### config.mk
export PLATFORM = sky130hd
export DESIGN_NAME = wake_pattern_det
export DESIGN_NICKNAME = d
export VERILOG_FILES = /design/src/rtl/wake_pkg.sv /design/src/rtl/wake_datapath.sv /design/src/rtl/wake_ctrl.sv /design/src/rtl/wake_pattern_det.sv
export SDC_FILE = /design/constraint.sdc
export NUM_CORES = 1
export LEC_CHECK = 0
export BUFFER_PORTS_ARGS = -buffer_cell sky130_fd_sc_hd__buf_4
export CAP_MARGIN = 10
export CORE_AREA = 2 2 48 50
export CTS_CLUSTER_SIZE = 16
export DETAILED_ROUTE_END_ITERATION = 8
export DIE_AREA = 0 0 50 52
export GPL_ROUTABILITY_DRIVEN = 0
export PLACE_DENSITY = 0.65
export SKIP_LAST_GASP = 1
export SYNTH_ARGS = -nofsm -noshare
export SYNTH_HDL_FRONTEND = slang
export SYNTH_HIERARCHICAL = 1
export SYNTH_SLANG_ARGS = --single-unit
### constraint.sdc
create_clock -name clk -period 2.3 [get_ports clk]
set_input_delay 0.46 -clock clk [delete_from_list [all_inputs] [get_ports clk]]
set_output_delay 0.46 -clock clk [all_outputs]
set_load 0.02 [all_outputs]
### src/rtl/wake_pkg.sv
`timescale 1ns/1ps
package wake_pkg;

  typedef enum logic [2:0] {
    W_IDLE  = 3'd0,
    W_DOM1  = 3'd1,
    W_REC2  = 3'd2,
    W_DOM3  = 3'd3,
    W_HOLD  = 3'd4,
    W_AWAKE = 3'd5
  } wakeState_t;

  // strobes from control to datapath
  typedef struct packed {
    logic phaseRestart;
    logic winStart;
    logic toggleEn;
  } wakeCtl_t;

  // comparisons reported by the datapath
  typedef struct packed {
    logic dom1Long;
    logic rec2Long;
    logic dom3Done;
    logic winExpired;
  } wakeSts_t;

endpackage

### src/rtl/wake_datapath.sv
`timescale 1ns/1ps
module wake_datapath
  import wake_pkg::*;
#(
  parameter int FILT1_CYC   = 6,
  parameter int FILT2_CYC   = 3,
  parameter int WINDOW_CYC  = 40,
  parameter int TGL_DLY_CYC = 4
) (
  input  logic     clk,
  input  logic     rstN,
  input  logic     busDom,
  input  wakeCtl_t ctl,
  output wakeSts_t sts,
  output logic     rxdOut
);

  localparam int PH_MAX = ((FILT1_CYC > FILT2_CYC) ? FILT1_CYC : FILT2_CYC) + 1;
  localparam int PH_W   = $clog2(PH_MAX + 1);
  localparam int WIN_W  = $clog2(WINDOW_CYC + 1);
  localparam logic [PH_W-1:0]  PhSat  = PH_W'(PH_MAX);
  localparam logic [PH_W-1:0]  Filt1  = PH_W'(FILT1_CYC);
  localparam logic [PH_W-1:0]  Filt2  = PH_W'(FILT2_CYC);
  localparam logic [WIN_W-1:0] WinLim = WIN_W'(WINDOW_CYC);

  logic [PH_W-1:0]        phaseCnt;
  logic [WIN_W-1:0]       winCnt;
  logic [TGL_DLY_CYC-1:0] busDly;

  // samples held in the current phase, saturating
  always_ff @(posedge clk or negedge rstN) begin
    if (!rstN)                 phaseCnt <= '0;
    else if (ctl.phaseRestart) phaseCnt <= PH_W'(1);
    else if (phaseCnt != PhSat) phaseCnt <= phaseCnt + 1'b1;
  end

  // samples since the window opened, saturating at the limit
  always_ff @(posedge clk or negedge rstN) begin
    if (!rstN)                  winCnt <= '0;
    else if (ctl.winStart)      winCnt <= WIN_W'(1);
    else if (winCnt != WinLim)  winCnt <= winCnt + 1'b1;
  end

  // bus history for the slow toggling report
  generate
    if (TGL_DLY_CYC == 1) begin : g_dly1
      always_ff @(posedge clk or negedge rstN) begin
        if (!rstN) busDly <= '0;
        else       busDly <= busDom;
      end
    end else begin : g_dlyN
      always_ff @(posedge clk or negedge rstN) begin
        if (!rstN) busDly <= '0;
        else       busDly <= {busDly[TGL_DLY_CYC-2:0], busDom};
      end
    end
  endgenerate

  always_comb begin
    sts.dom1Long   = (phaseCnt > Filt1);
    sts.rec2Long   = (phaseCnt > Filt2);
    sts.dom3Done   = (phaseCnt >= Filt2);
    sts.winExpired = (winCnt >= WinLim);
  end

  assign rxdOut = ctl.toggleEn ? ~busDly[TGL_DLY_CYC-1] : 1'b1;

  // the report stays high whenever toggling is off
  p_rxd_high_when_off_r7: assert property (@(posedge clk) disable iff (!rstN)
    !ctl.toggleEn |-> rxdOut);

  // the window counter never runs past its limit
  p_win_bounded_r5: assert property (@(posedge clk) disable iff (!rstN)
    winCnt <= WinLim);

endmodule

### src/rtl/wake_ctrl.sv
`timescale 1ns/1ps
module wake_ctrl
  import wake_pkg::*;
(
  input  logic     clk,
  input  logic     rstN,
  input  logic     standby,
  input  logic     busDom,
  input  wakeSts_t sts,
  output wakeCtl_t ctl,
  output logic     wakeOut
);

  wakeState_t state, nextState;

  always_ff @(posedge clk or negedge rstN) begin
    if (!rstN) state <= W_IDLE;
    else       state <= nextState;
  end

  always_comb begin
    nextState        = state;
    ctl.phaseRestart = 1'b0;
    ctl.winStart     = 1'b0;
    ctl.toggleEn     = (state == W_AWAKE);
    if (!standby) begin
      nextState = W_IDLE;
    end else begin
      unique case (state)
        W_IDLE: if (busDom) begin
          nextState        = W_DOM1;
          ctl.phaseRestart = 1'b1;
          ctl.winStart     = 1'b1;
        end
        W_DOM1: begin
          if (sts.winExpired)  nextState = W_HOLD;
          else if (!busDom) begin
            if (sts.dom1Long) begin
              nextState        = W_REC2;
              ctl.phaseRestart = 1'b1;
            end else nextState = W_IDLE;
          end
        end
        W_REC2: begin
          if (sts.winExpired) nextState = W_HOLD;
          else if (busDom) begin
            if (sts.rec2Long) begin
              nextState        = W_DOM3;
              ctl.phaseRestart = 1'b1;
            end else nextState = W_IDLE;
          end
        end
        W_DOM3: begin
          if (sts.winExpired)    nextState = W_HOLD;
          else if (!busDom)      nextState = W_IDLE;
          else if (sts.dom3Done) nextState = W_AWAKE;
        end
        W_HOLD:  if (!busDom) nextState = W_IDLE;
        W_AWAKE: nextState = W_AWAKE;
        default: nextState = W_IDLE;
      endcase
    end
  end

  assign wakeOut = (state == W_AWAKE);

  // standby low at an edge leaves no wake afterwards
  p_clear_on_exit_r10: assert property (@(posedge clk) disable iff (!rstN)
    !standby |=> !wakeOut);

  // wake holds while standby stays set
  p_wake_sticky_r9: assert property (@(posedge clk) disable iff (!rstN)
    (wakeOut && standby) |=> wakeOut);

  // a wake-up only follows a dominant sample in the third phase
  p_wake_from_dom3_r4: assert property (@(posedge clk) disable iff (!rstN)
    (state == W_DOM3 && standby && busDom && !sts.winExpired && sts.dom3Done) |=> wakeOut);

  // an expired window never leads straight to a wake-up
  p_no_wake_after_expiry_r5: assert property (@(posedge clk) disable iff (!rstN)
    (sts.winExpired && (state == W_DOM1 || state == W_REC2 || state == W_DOM3)) |=> !wakeOut);

  // leaving the expired state only happens on a recessive sample
  p_rearm_recessive_r6: assert property (@(posedge clk) disable iff (!rstN)
    (state == W_HOLD && busDom && standby) |=> state == W_HOLD);

endmodule

### src/rtl/wake_pattern_det.sv
`timescale 1ns/1ps
module wake_pattern_det
  import wake_pkg::*;
#(
  parameter int FILT1_CYC   = 6,
  parameter int FILT2_CYC   = 3,
  parameter int WINDOW_CYC  = 40,
  parameter int TGL_DLY_CYC = 4
) (
  input  logic clk,
  input  logic rstN,
  input  logic standby,
  input  logic busDom,
  output logic rxd,
  output logic wake
);

  wakeCtl_t ctl;
  wakeSts_t sts;

  wake_ctrl u_ctrl (
    .clk     (clk),
    .rstN    (rstN),
    .standby (standby),
    .busDom  (busDom),
    .sts     (sts),
    .ctl     (ctl),
    .wakeOut (wake)
  );

  wake_datapath #(
    .FILT1_CYC   (FILT1_CYC),
    .FILT2_CYC   (FILT2_CYC),
    .WINDOW_CYC  (WINDOW_CYC),
    .TGL_DLY_CYC (TGL_DLY_CYC)
  ) u_dp (
    .clk    (clk),
    .rstN   (rstN),
    .busDom (busDom),
    .ctl    (ctl),
    .sts    (sts),
    .rxdOut (rxd)
  );

endmodule

After elaboration in Yosys (flattened, before gate mapping) --
Index checks and enable logic that the tools add are counted.
Word-level totals: word-level logic and storage cells 55, register bits after elaboration 16
Operators by class: eq/ne operators 12, add/subtract/negate cells 2, reduce and logical (&&, ||, !) cells 4, mux-type cells 28, bitwise gates (word level) 1, $lt $le $gt $ge 4
Operators with widths (number):
- two-way mux 3 bit | 12
- case mux 3 bit (6 select lines) | 1
- two-way mux 6 bit | 2
- != test 3 bit, second input constant | 3
- two-way mux 1 bit | 8
- two-way mux 2 bit | 4
- != test 4 bit, second input constant | 2
- adder 6 x 1 -> 6 bit, second input constant | 1
- equality test 3 x 2 -> 1 bit, second input constant | 2
- equality test 3 bit, second input constant | 2
- >= comparator 6 bit, second input constant | 1
- != test 6 bit, second input constant | 1
- != test 5 bit, second input constant | 1
- AND reduction 5 bit | 1
- nonzero test 2 bit | 2
- adder 3 x 1 -> 3 bit, second input constant | 1
- equality test 3 x 1 -> 1 bit, second input constant | 1
- >= comparator 3 x 2 -> 1 bit, second input constant | 1
- > comparator 3 x 2 -> 1 bit, second input constant | 1
- > comparator 3 bit, second input constant | 1
- logical NOT 3 bit | 1
- case mux 1 bit (3 select lines) | 1
- NOT 1 bit | 1

Logic depth before layout (Yosys ltp) --
Gate-level depths: netlist (run 1).
depth in word-level cells 7, depth in mapped cells 8, mapped depth without buffers 8

Modules after synthesis --
The synthesis (run 1) kept the hierarchy.
By module, submodules not included:
- wake_datapath | area an instance 636.9 um^2, sequential area each 325.3 um^2, cells each 59, times used 1
- wake_ctrl | area an instance 352.8 um^2, sequential area each 75.1 um^2, cells each 41, times used 1

Worst setup path before layout (run 1) --
OpenSTA, ideal clock, no wires.
path type flip-flop to flip-flop, start register u_dp.phaseCnt[0], end register u_ctrl.state[0], cell stages (with the launch flop) 8, data required time 2.175 ns, buffers on the path 0, setup time 0.125 ns, data arrival time 1.634 ns, setup slack 0.542 ns, cell sequence dfrtp_1 > ha_1 > ha_1 > nand2b_1 > inv_1 > a31oi_1 > a31oi_2 > mux2_2
RTL lines:
- start, declared | RTL line wake_datapath.sv:26 | logic [PH_W-1:0] phaseCnt;
- start signal, assigned | RTL line wake_datapath.sv:34 | else if (phaseCnt != PhSat) phaseCnt <= phaseCnt + 1'b1;
- end signal, assigned | RTL line wake_ctrl.sv:18 | else state <= nextState;
- end, declared | RTL line wake_ctrl.sv:14 | wakeState_t state, nextState;

Final worst setup path (run 1) --
start register u_ctrl.state[0], end output port rxd
On the way: cells in the longest elaborated chain, start to end 2
Ends and longest elaborated chain:
- equality test 3 bit | RTL line wake_ctrl.sv:25 | ctl.toggleEn = (state == W_AWAKE);
- two-way mux 1 bit | RTL line wake_datapath.sv:66 | assign rxdOut = ctl.toggleEn ? ~busDly[TGL_DLY_CYC-1] : 1'b1;
- end, declared | RTL line wake_pattern_det.sv:14 | output logic rxd,
No other way between the ends.

==> results of run 1 <==
[path summary, 6_finish.rpt]
path,endpoint,depth (start not counted),slack (ns)
min,u_ctrl/state[2]$_DFFE_PN0P_,1,0.01
max,rxd,4,0.30
min reg2reg,u_dp/busDly[3]$_DFF_PN0_,0,0.36
min in group clk,u_dp/busDly[0]$_DFF_PN0_,1,0.34
max reg2reg,u_dp/phaseCnt[2]$_DFFE_PN0P_,8,0.38
max in group asynchronous,u_dp/phaseCnt[2]$_DFFE_PN0P_,1,2.11
[cell usage after synthesis, drive strengths merged (2+ instances only)]
| cell | number | area share |
|---|---|---|
| nand3 | 2 | 0.015 |
| nor2 | 14 | 0.058 |
| a21oi | 5 | 0.029 |
| o21ai | 2 | 0.010 |
| inv | 8 | 0.030 |
| nand2 | 4 | 0.015 |
| nor2b | 2 | 0.015 |
| mux2 | 2 | 0.023 |
| ha | 6 | 0.076 |
| mux2i | 3 | 0.030 |
| a31oi | 3 | 0.025 |
| nor3b | 3 | 0.023 |
| nand2b | 7 | 0.044 |
| dfrtp | 16 | 0.40 |
| xor2 | 4 | 0.035 |
| buf | 4 | 0.042 |
[layer usage]
metal	vias to the layer above	part of all wire	global-route usage
li1	344	-	-
met1	347	0.49	0.192
met2	7	0.48	0.263
met3	2	0.021	0.0345
met4	0	0.0066	0.0694
met5	-	0	0
[sequential cells by signal, summed over array words and instances, names as in the netlist]
name	flops
u_ctrl/state	3
u_dp/busDly	4
u_dp/phaseCnt	3
u_dp/winCnt	6
[metrics by stage]
stage	power [W]	setup WS, ns
floorplan	0.000893	0.542
global placement	0.000949	0.487
detailed placement	0.000973	0.385
CTS	0.00117	0.299
global route	0.00128	0.198
finish	0.00116	0.301
[worst max-delay path: cells and delay by family, from the launching register on]
family / cells / cell delay [ns]
DFF: 1 / 0.57
and+or+nand+nor: 3 / 0.54
buffers and inverters: 1 / 0.15
[cell type report]
class                           count  area [um^2]
Timing Repair Buffer                5         37.5
Clock buffer                        4         36.3
Multi-Input combinational cell     71          513
Inverter                            8         30.0
Sequential cell                    16          400
Tap cell                           28         35.0
Fill cell                         208         1050
[logic make-up (layout without fill, tap and decap cells)]
kind of cell | Yosys count | after routing | share of synthesized area
adders and majority gates | 6 | 6 | 0.0759
xor gates and xnor gates | 5 | 5 | 0.0442
muxes | 5 | 5 | 0.0531
buffers and inverters | 13 | 17 | 0.0771
and+or+nand+nor | 38 | 38 | 0.220
DFF | 16 | 16 | 0.405
AOI/OAI and AO/OA | 17 | 17 | 0.125
[power groups by stage]
stage / clock [W] / sequential [W] / combinational, W
after global placement: 0 / 0.000494 / 0.000456
after detailed placement: 0 / 0.000498 / 0.000475
after global routing: 0.000210 / 0.000514 / 0.000553
after CTS: 0.000195 / 0.000493 / 0.000479
final: 0.000188 / 0.000494 / 0.000476
after floorplan: 0 / 0.000449 / 0.000444
==> flow_summary.toml, run 1 <==
[timing]
fmax_ghz = 0.500
whs_ns = 0.0103
hold_viol = 0
clock_skew_ns = 0.00357
rsz0062_at_grt = "false"
fin_crit_ns = 2.00
tightest_slew_ns = 0.585
relSlewSlack = 0.609
setup_viol = 0
setup_tns_ns = 0
slew_violations = 0
min_period_over_period = 0.869

[setup_path]
worstReg2RegStart = "u_dp/phaseCnt[0]$_DFFE_PN0P_"
cp_slowest_cell = "dfrtp_1"
arrival_ns = 1.54
required_ns = 1.84
path_cells = "nor2b_2 > and2_1 > nand2_1 > buf_4"
critPathLaunchType = "flip-flop"
startpoint = "u_ctrl/state[0]$_DFFE_PN0P_"
critPathMaxStageDelay_ns = 0.57
cp_max_fo = 11
worstSetupPathType = "flip-flop to output port"
end_kind = "output port"

[placement]
placed_area_mm2 = 0.00102
dp_hpwl_um = 1200
port_buffers = 5
placedCellCount = 128

[die]
die_h_um = 52
row_count = 17
die_x_um = 50
die-area_mm2 = 0.00260
core_area_mm2 = 0.00211
start_util = 0.470
ioPinCount = 6

[cts]
cts_resized = 0
postCtsSetupRepairBufs = 0
cts_tree = "yes"
holdBufCountCts = 0
cts_buffers = 3
htree_levels = 1
cts_max_path_buffers = 2
path_clk_slew_ns = 0.10
cts.sinks = 16
clk-insertion-delay-late_ns = 0.28
root_buffer = "clkbuf_4"

[finish]
design_area_mm2 = 0.00105
n_antenna_cell = 0
final_common_cell = "dfrtp_1"
area_growth_pct = 6.32
nets = 115
final_cell_mix = "16 x dfrtp_1, 12 x nor2_1, 8 x inv_1"
fin_cells = 132
drive_gt1_frac = 0.183
post-route-util = 0.500

[detailed_routing]
drc_errors = 0
drtIter0Drc = 15
drt-total-wl_um = 1670
wl_per_cell_um = 12.7
antenna_left = 0
avgViaCountPerCell = 5.30
drtPass1Iterations = 4
route.vias.total = 700

[power]
switching_share = 0.405
combinationalPowerShare = 0.411
p_clk_frac = 0.163
p_leak_nw = 0.476
seqPwrFrac = 0.426
ir_drop_v = 0.000574
p_int_w = 0.000689
power_density_mw_per_mm2 = 1100
switchingPower_w = 0.000469

[grt]
overflow = 0
grt_first_pass_wirelength_um = 3050
grt_antenna_before_repair = 0
grt_pass1_vias = 677
grt_use_total = 0.157
grt_max_degree = 17

[synth]
synthArstFlopShare = 1.00
yosysUniqueCellTypes = 37
ys.flop_type = "dfrtp_1"
synth-seq-cells = 16
synth_edf_count = 0
syn_avg_cell_area_um2 = 9.90
synth_area_um2 = 990
ys_seq_area_frac = 0.405
syn-num-nets = 110
synthCells = 100
yosysWarnings = 6

[hold_path]
holdCritPathClass = "input pin to async pin"

[run]
drv_cap = 0

[status]
status = "complete, no violations"
(Power assumes the default switching activity.)
==> run 2, diff against run 1 <==
==> constraint.sdc (replaced) <==
create_clock -name clk -period 2.3 [get_ports clk]
set_input_delay 0.23 -clock clk [delete_from_list [all_inputs] [get_ports clk]]
set_output_delay 0.23 -clock clk [all_outputs]
set_load 0.02 [all_outputs]
==> run 2 against run 1 <==
Compared with the run above: via count down 0.43%; fmax up 5.7%; register-to-register slack better by 0.03 ns; routed wire length up 1.1%; power about the same; combinational power about the same; die area unchanged; worst hold slack better by 0.10 ns; sequential share of layout area down 0.36 points; first-iteration DRC count down 13%.
==> flow_summary.toml, run 2 (synthesized netlist as in run 1, its figures left out) <==
[cts]
cts.sinks = 16
path_clk_slew_ns = 0.09
root_buffer = "clkbuf_4"
cts_resized = 0
clk-insertion-delay-late_ns = 0.28
cts_tree = "yes"
cts_max_path_buffers = 2
cts_buffers = 3
htree_levels = 1

[die]
core_area_mm2 = 0.00211
row_count = 17
die_x_um = 50
ioPinCount = 6
die-area_mm2 = 0.00260
start_util = 0.470
die_h_um = 52

[run]
drv_cap = 0

[finish]
top_register = "u_dp/winCnt"
post-route-util = 0.504
n_antenna_cell = 0
drive_gt1_frac = 0.181
area_growth_pct = 7.33
final_common_cell = "dfrtp_1"
final_cell_mix = "16 x dfrtp_1, 12 x nor2_1, 8 x inv_1"
largest_reg_flops = 6
nets = 116
top_regs = "u_dp/winCnt x6, u_dp/busDly x4"

[setup_path]
critPathBufInv = 1
worstReg2RegStart = "u_dp/phaseCnt[0]$_DFFE_PN0P_"
startpoint = "u_dp/phaseCnt[0]$_DFFE_PN0P_"
worstSetupPathType = "flip-flop to flip-flop"
crit_path_frequent_cell = "ha_1"
critPathLaunchType = "flip-flop"
critPathMaxStageDelay_ns = 0.43
crit_family = "flip-flops"
required_ns = 2.47
end_kind = "flip-flop"
cp_max_fo = 4
arrival_ns = 2.07
cp_slowest_cell = "dfrtp_1"
path_cells = "ha_1 > ha_1 > nand2b_1 > inv_1 > a31oi_1 > a31oi_2 > mux2_2"

[grt]
grt_first_pass_wirelength_um = 3170
grt_antenna_before_repair = 0
overflow = 0
grt_pass1_vias = 724
grt_max_degree = 17
grt_use_total = 0.162

[timing]
min_period_over_period = 0.822
setup_tns_ns = 0
setup_viol = 0
tightest_slew_ns = 0.543
fmax_ghz = 0.529
layout_setup_ws_ns = 0.409
slew_violations = 0
clock_skew_ns = 0.00191
hold_viol = 0
fin_crit_ns = 1.89
rsz0062_at_grt = "false"
relSlewSlack = 0.637

[placement]
port_buffers = 5
dp_hpwl_um = 1220
dp_slack_ns = 0.392

[status]
status = "complete, no violations"

[detailed_routing]
drt-total-wl_um = 1690
drtIter0Drc = 13
antenna_left = 0
avgViaCountPerCell = 5.24
wl_per_cell_um = 12.7
route.vias.total = 697
drc_errors = 0
drtPass1Iterations = 4

[power]
power_density_mw_per_mm2 = 1090
p_leak_nw = 0.480
ir_drop_v = 0.000514

[hold_path]
holdCritPathClass = "input pin to flip-flop"
hp-start = "busDom"
run 2: changes by cell type in the layout (fill, tap and decap cells not counted), sizes merged:
cell         before  now
dlygate4sd3       0    1
run 2: final timing paths:
kind	depth (start not counted)	slack [ns]	endpoint
worst max-delay path	7	0.41	u_ctrl/state[0]$_DFFE_PN0P_
worst min-delay path	1	0.11	u_dp/busDly[0]$_DFF_PN0_
worst max register to register	7	0.41	u_ctrl/state[0]$_DFFE_PN0P_
worst min register to register	0	0.36	u_dp/busDly[3]$_DFF_PN0_
max in group asynchronous	2	1.79	u_dp/phaseCnt[2]$_DFFE_PN0P_
min in group asynchronous	2	0.33	u_ctrl/state[2]$_DFFE_PN0P_
run 2: area by class of cell:
class	count	area [um^2]
multi-input cells	71	513
inverters	8	30.0
repair buffers	6	47.5
well taps	28	35.0
clock buffers	4	36.3
fillers	196	1040
flip-flops and latches	16	400
run 2: metal layers:
| layer | GRT usage | wire [um] |
|---|---|---|
| met1 | 0.192 | 832 |
| met2 | 0.279 | 802 |
| met3 | 0.0374 | 42 |
| met4 | 0.0694 | 13 |
| met5 | 0 | 0 |
run 2: power breakdown:
part           total [W]  internal (W)  switching, W
logic           0.000477      0.000226      0.000251
clock network   0.000185     0.0000963     0.0000885
registers       0.000495      0.000369      0.000126
run 2: stage by stage:
step	instance area [um^2]	std cells	hold WS, ns	power [W]
2_1_floorplan	990	100	-0.0656	0.000893
3_3_place_gp	1020	128	0.101	0.000949
3_5_place_dp	1020	128	0.102	0.000978
4_1_cts	1060	133	0.101	0.00117
5_1_grt	1060	133	0.0966	0.00128
6_report	1060	133	0.114	0.00116
run 2: what timing repair did:
action / in CTS / in global routing
hold buffers: 1 / 0
endpoints found under the hold margin: 16 / 0
buffers inserted: 0 / 0
==> run 3, diff against run 2 <==
--- a/config.mk
+++ b/config.mk
@@ -5,6 +5,7 @@
 export SDC_FILE = /design/constraint.sdc
 export NUM_CORES = 1
 export LEC_CHECK = 0
+export ABC_AREA = 1
 export BUFFER_PORTS_ARGS = -buffer_cell sky130_fd_sc_hd__buf_4
 export CAP_MARGIN = 10
 export CORE_AREA = 2 2 48 50
==> constraint.sdc (replaced) <==
create_clock -name clk -period 1.9 [get_ports clk]
set_input_delay 0.19 -clock clk [delete_from_list [all_inputs] [get_ports clk]]
set_output_delay 0.19 -clock clk [all_outputs]
set_load 0.02 [all_outputs]
==> run 3 against run 2 <==
Compared with the run above: largest power group unchanged; core utilization increased by 2.1 points; synthesized area increased by 0.25%; first-iteration DRC count increased by 69%; largest cell class unchanged.
==> flow_summary.toml, run 3 <==
[cts]
htree_levels = 1
cts_buffers = 3
path_clk_slew_ns = 0.09
root_buffer = "clkbuf_4"
cts.sinks = 16
clk-insertion-delay-late_ns = 0.28
cts_tree = "yes"
cts_max_path_buffers = 2

[status]
status = "complete, no violations"

[grt]
grt_max_degree = 17
grt_antenna_before_repair = 0
overflow = 0
grt_use_total = 0.150
grt_pass1_vias = 761
grt_first_pass_wirelength_um = 3010

[timing]
min_period_over_period = 0.902
tightest_slew_ns = 0.331
setup_viol = 0
fin_crit_ns = 1.71
layout_setup_ws_ns = 0.187
setup_tns_ns = 0
relSlewSlack = 0.778
fmax_ghz = 0.584
clock_skew_ns = 0.00231
hold_viol = 0
slew_violations = 0
whs_ns = 0.0397
rsz0062_at_grt = "false"

[detailed_routing]
antenna_left = 0
avgViaCountPerCell = 5.03
drtIter0Drc = 22
drc_errors = 0
route.vias.total = 855
drt-total-wl_um = 1740
drtPass1Iterations = 4
wl_per_cell_um = 10.3

[synth]
synth.largest_area_cell = "dfrtp_1"
synthArstFlopShare = 1.00
yosysUniqueCellTypes = 20
synth_top_area_frac = 0.404
ys.flop_type = "dfrtp_1"
yosysMostFrequentCell = "nand2_1"
synth_area_um2 = 992
syn-num-nets = 143
syn_avg_cell_area_um2 = 7.46
synthCells = 133
synth-seq-cells = 16
synth_edf_count = 0
synthTopCellsByArea = "dfrtp_1 40%, nand2_1 11%, ha_1 7.6%"
ys_seq_area_frac = 0.404
synth_common_cells = "28 x nand2_1, 19 x inv_1, 16 x dfrtp_1, 16 x nor2_1, 14 x nand3_1"
yosysWarnings = 6

[setup_path]
critPathLaunchType = "flip-flop"
cp_slowest_cell = "dfrtp_1"
worstSetupPathType = "flip-flop to flip-flop"
cp_max_fo = 5
crit_family = "simple AND/OR/NAND/NOR gates"
critPathBufInv = 1
arrival_ns = 1.91
end_kind = "flip-flop"
path_cells = "ha_1 > ha_1 > nor2_1 > inv_1 > nor2_1 > nand3_1 > and3_1 > nor2_2 > a21oi_1 > o21ai_0"
required_ns = 2.10
critPathMaxStageDelay_ns = 0.43

[finish]
final_cell_mix = "28 x nand2_1, 19 x inv_1, 16 x dfrtp_1"
nets = 153
area_growth_pct = 11.5
fin_cells = 170
fill_cells = 210
n_antenna_cell = 0
design_area_mm2 = 0.00111
multi_input_area_um2 = 504
top_register = "u_dp/winCnt"
regArea_um2 = 400
top_regs = "u_dp/winCnt x6, u_dp/busDly x4"
drive_gt1_frac = 0.162
largest_reg_flops = 6
final_common_cell = "nand2_1"

[die]
die-area_mm2 = 0.00260
row_count = 17
core_area_mm2 = 0.00211
ioPinCount = 6
die_x_um = 50
start_util = 0.471
die_h_um = 52

[run]
drv_cap = 0

[placement]
placed_area_mm2 = 0.00106
placedCellCount = 165
port_buffers = 5
dp_hpwl_um = 1390
dp_slack_ns = 0.148

[power]
power_density_mw_per_mm2 = 1200
ir_drop_v = 0.000633
p_leak_nw = 0.591

[hold_path]
holdCritPathClass = "input pin to flip-flop"
## run 3: cell count changes in the layout (fill, tap and decap cells not counted), moves of 4 or more
cell      change
nand2b_1      -7
nand3_1      +13
inv_1        +11
xor2_1        -4
nand2_1      +24
nand4_1       +5
## run 3: what timing repair did
item | CTS | global route
resized for setup | 0 | 1
setup buffers | 0 | 0
hold buffers | 1 | 0
endpoints found under the hold margin | 16 | 0
setup endpoints to repair | 0 | 1
## run 3: metal layers
metal	share of wire	track usage	routed length (um)	up-vias
met1	0.49	0.194	847	387
met5	0	0	0	-
li1	-	-	-	446
met2	0.48	0.250	829	20
met4	0.0080	0.0787	14	0
met3	0.030	0.0115	53	2
## run 3: cell families after synthesis
| logic type | share of synthesized area |
|---|---|
| adders and majority gates | 0.0757 |
| buffers and inverters | 0.0908 |
| and+or+nand+nor | 0.359 |
| DFF | 0.404 |
| AOI/OAI and AO/OA | 0.0706 |
## run 3: power breakdown
group	switching [W]	internal (W)
Combinational	0.000324	0.000215
Clock	0.000101	0.000117
Sequential	0.000130	0.000445
## run 3: layout make-up
cell class	count	share of cell area
multi-input combinational	94	0.456
sequential	16	0.362
tap	28	0.0317
inverter	22	0.0747
timing repair buffer	6	0.0430
clock buffer	4	0.0328
## run 3: final timing paths
check | end | slack (ns) | from | depth (start not counted)
max in group asynchronous | u_ctrl/state[0]$_DFFE_PN0P_ | 1.42 | rstN | 2
setup reg to reg | u_dp/phaseCnt[0]$_DFFE_PN0P_ | 0.19 | u_dp/phaseCnt[0]$_DFFE_PN0P_ | 10
hold / removal | u_dp/busDly[0]$_DFF_PN0_ | 0.04 | busDom | 1
hold reg to reg | u_dp/busDly[3]$_DFF_PN0_ | 0.36 | u_dp/busDly[2]$_DFF_PN0_ | 0
setup / recovery | u_dp/phaseCnt[0]$_DFFE_PN0P_ | 0.19 | u_dp/phaseCnt[0]$_DFFE_PN0P_ | 10
min in group asynchronous | u_dp/winCnt[4]$_DFFE_PN0P_ | 0.30 | rstN | 2
## run 3: worst register-to-register path, stage by stage, from the launching register on
cell and delay (ns):
dfrtp_1 0.43, ha_1 0.24, ha_1 0.19, nor2_1 0.10, inv_1 0.04, nor2_1 0.07, nand3_1 0.11, and3_1 0.17
nor2_2 0.15, a21oi_1 0.05, o21ai_0 0.07
## run 3: per-stage QoR
stage / total power (W) / util
final: 0.00133 / 0.525
after global routing: 0.00148 / 0.525
after CTS: 0.00134 / 0.524
after detailed placement: 0.00112 / 0.502
after global placement: 0.00111 / 0.502
after floorplan: 0.000994 / -
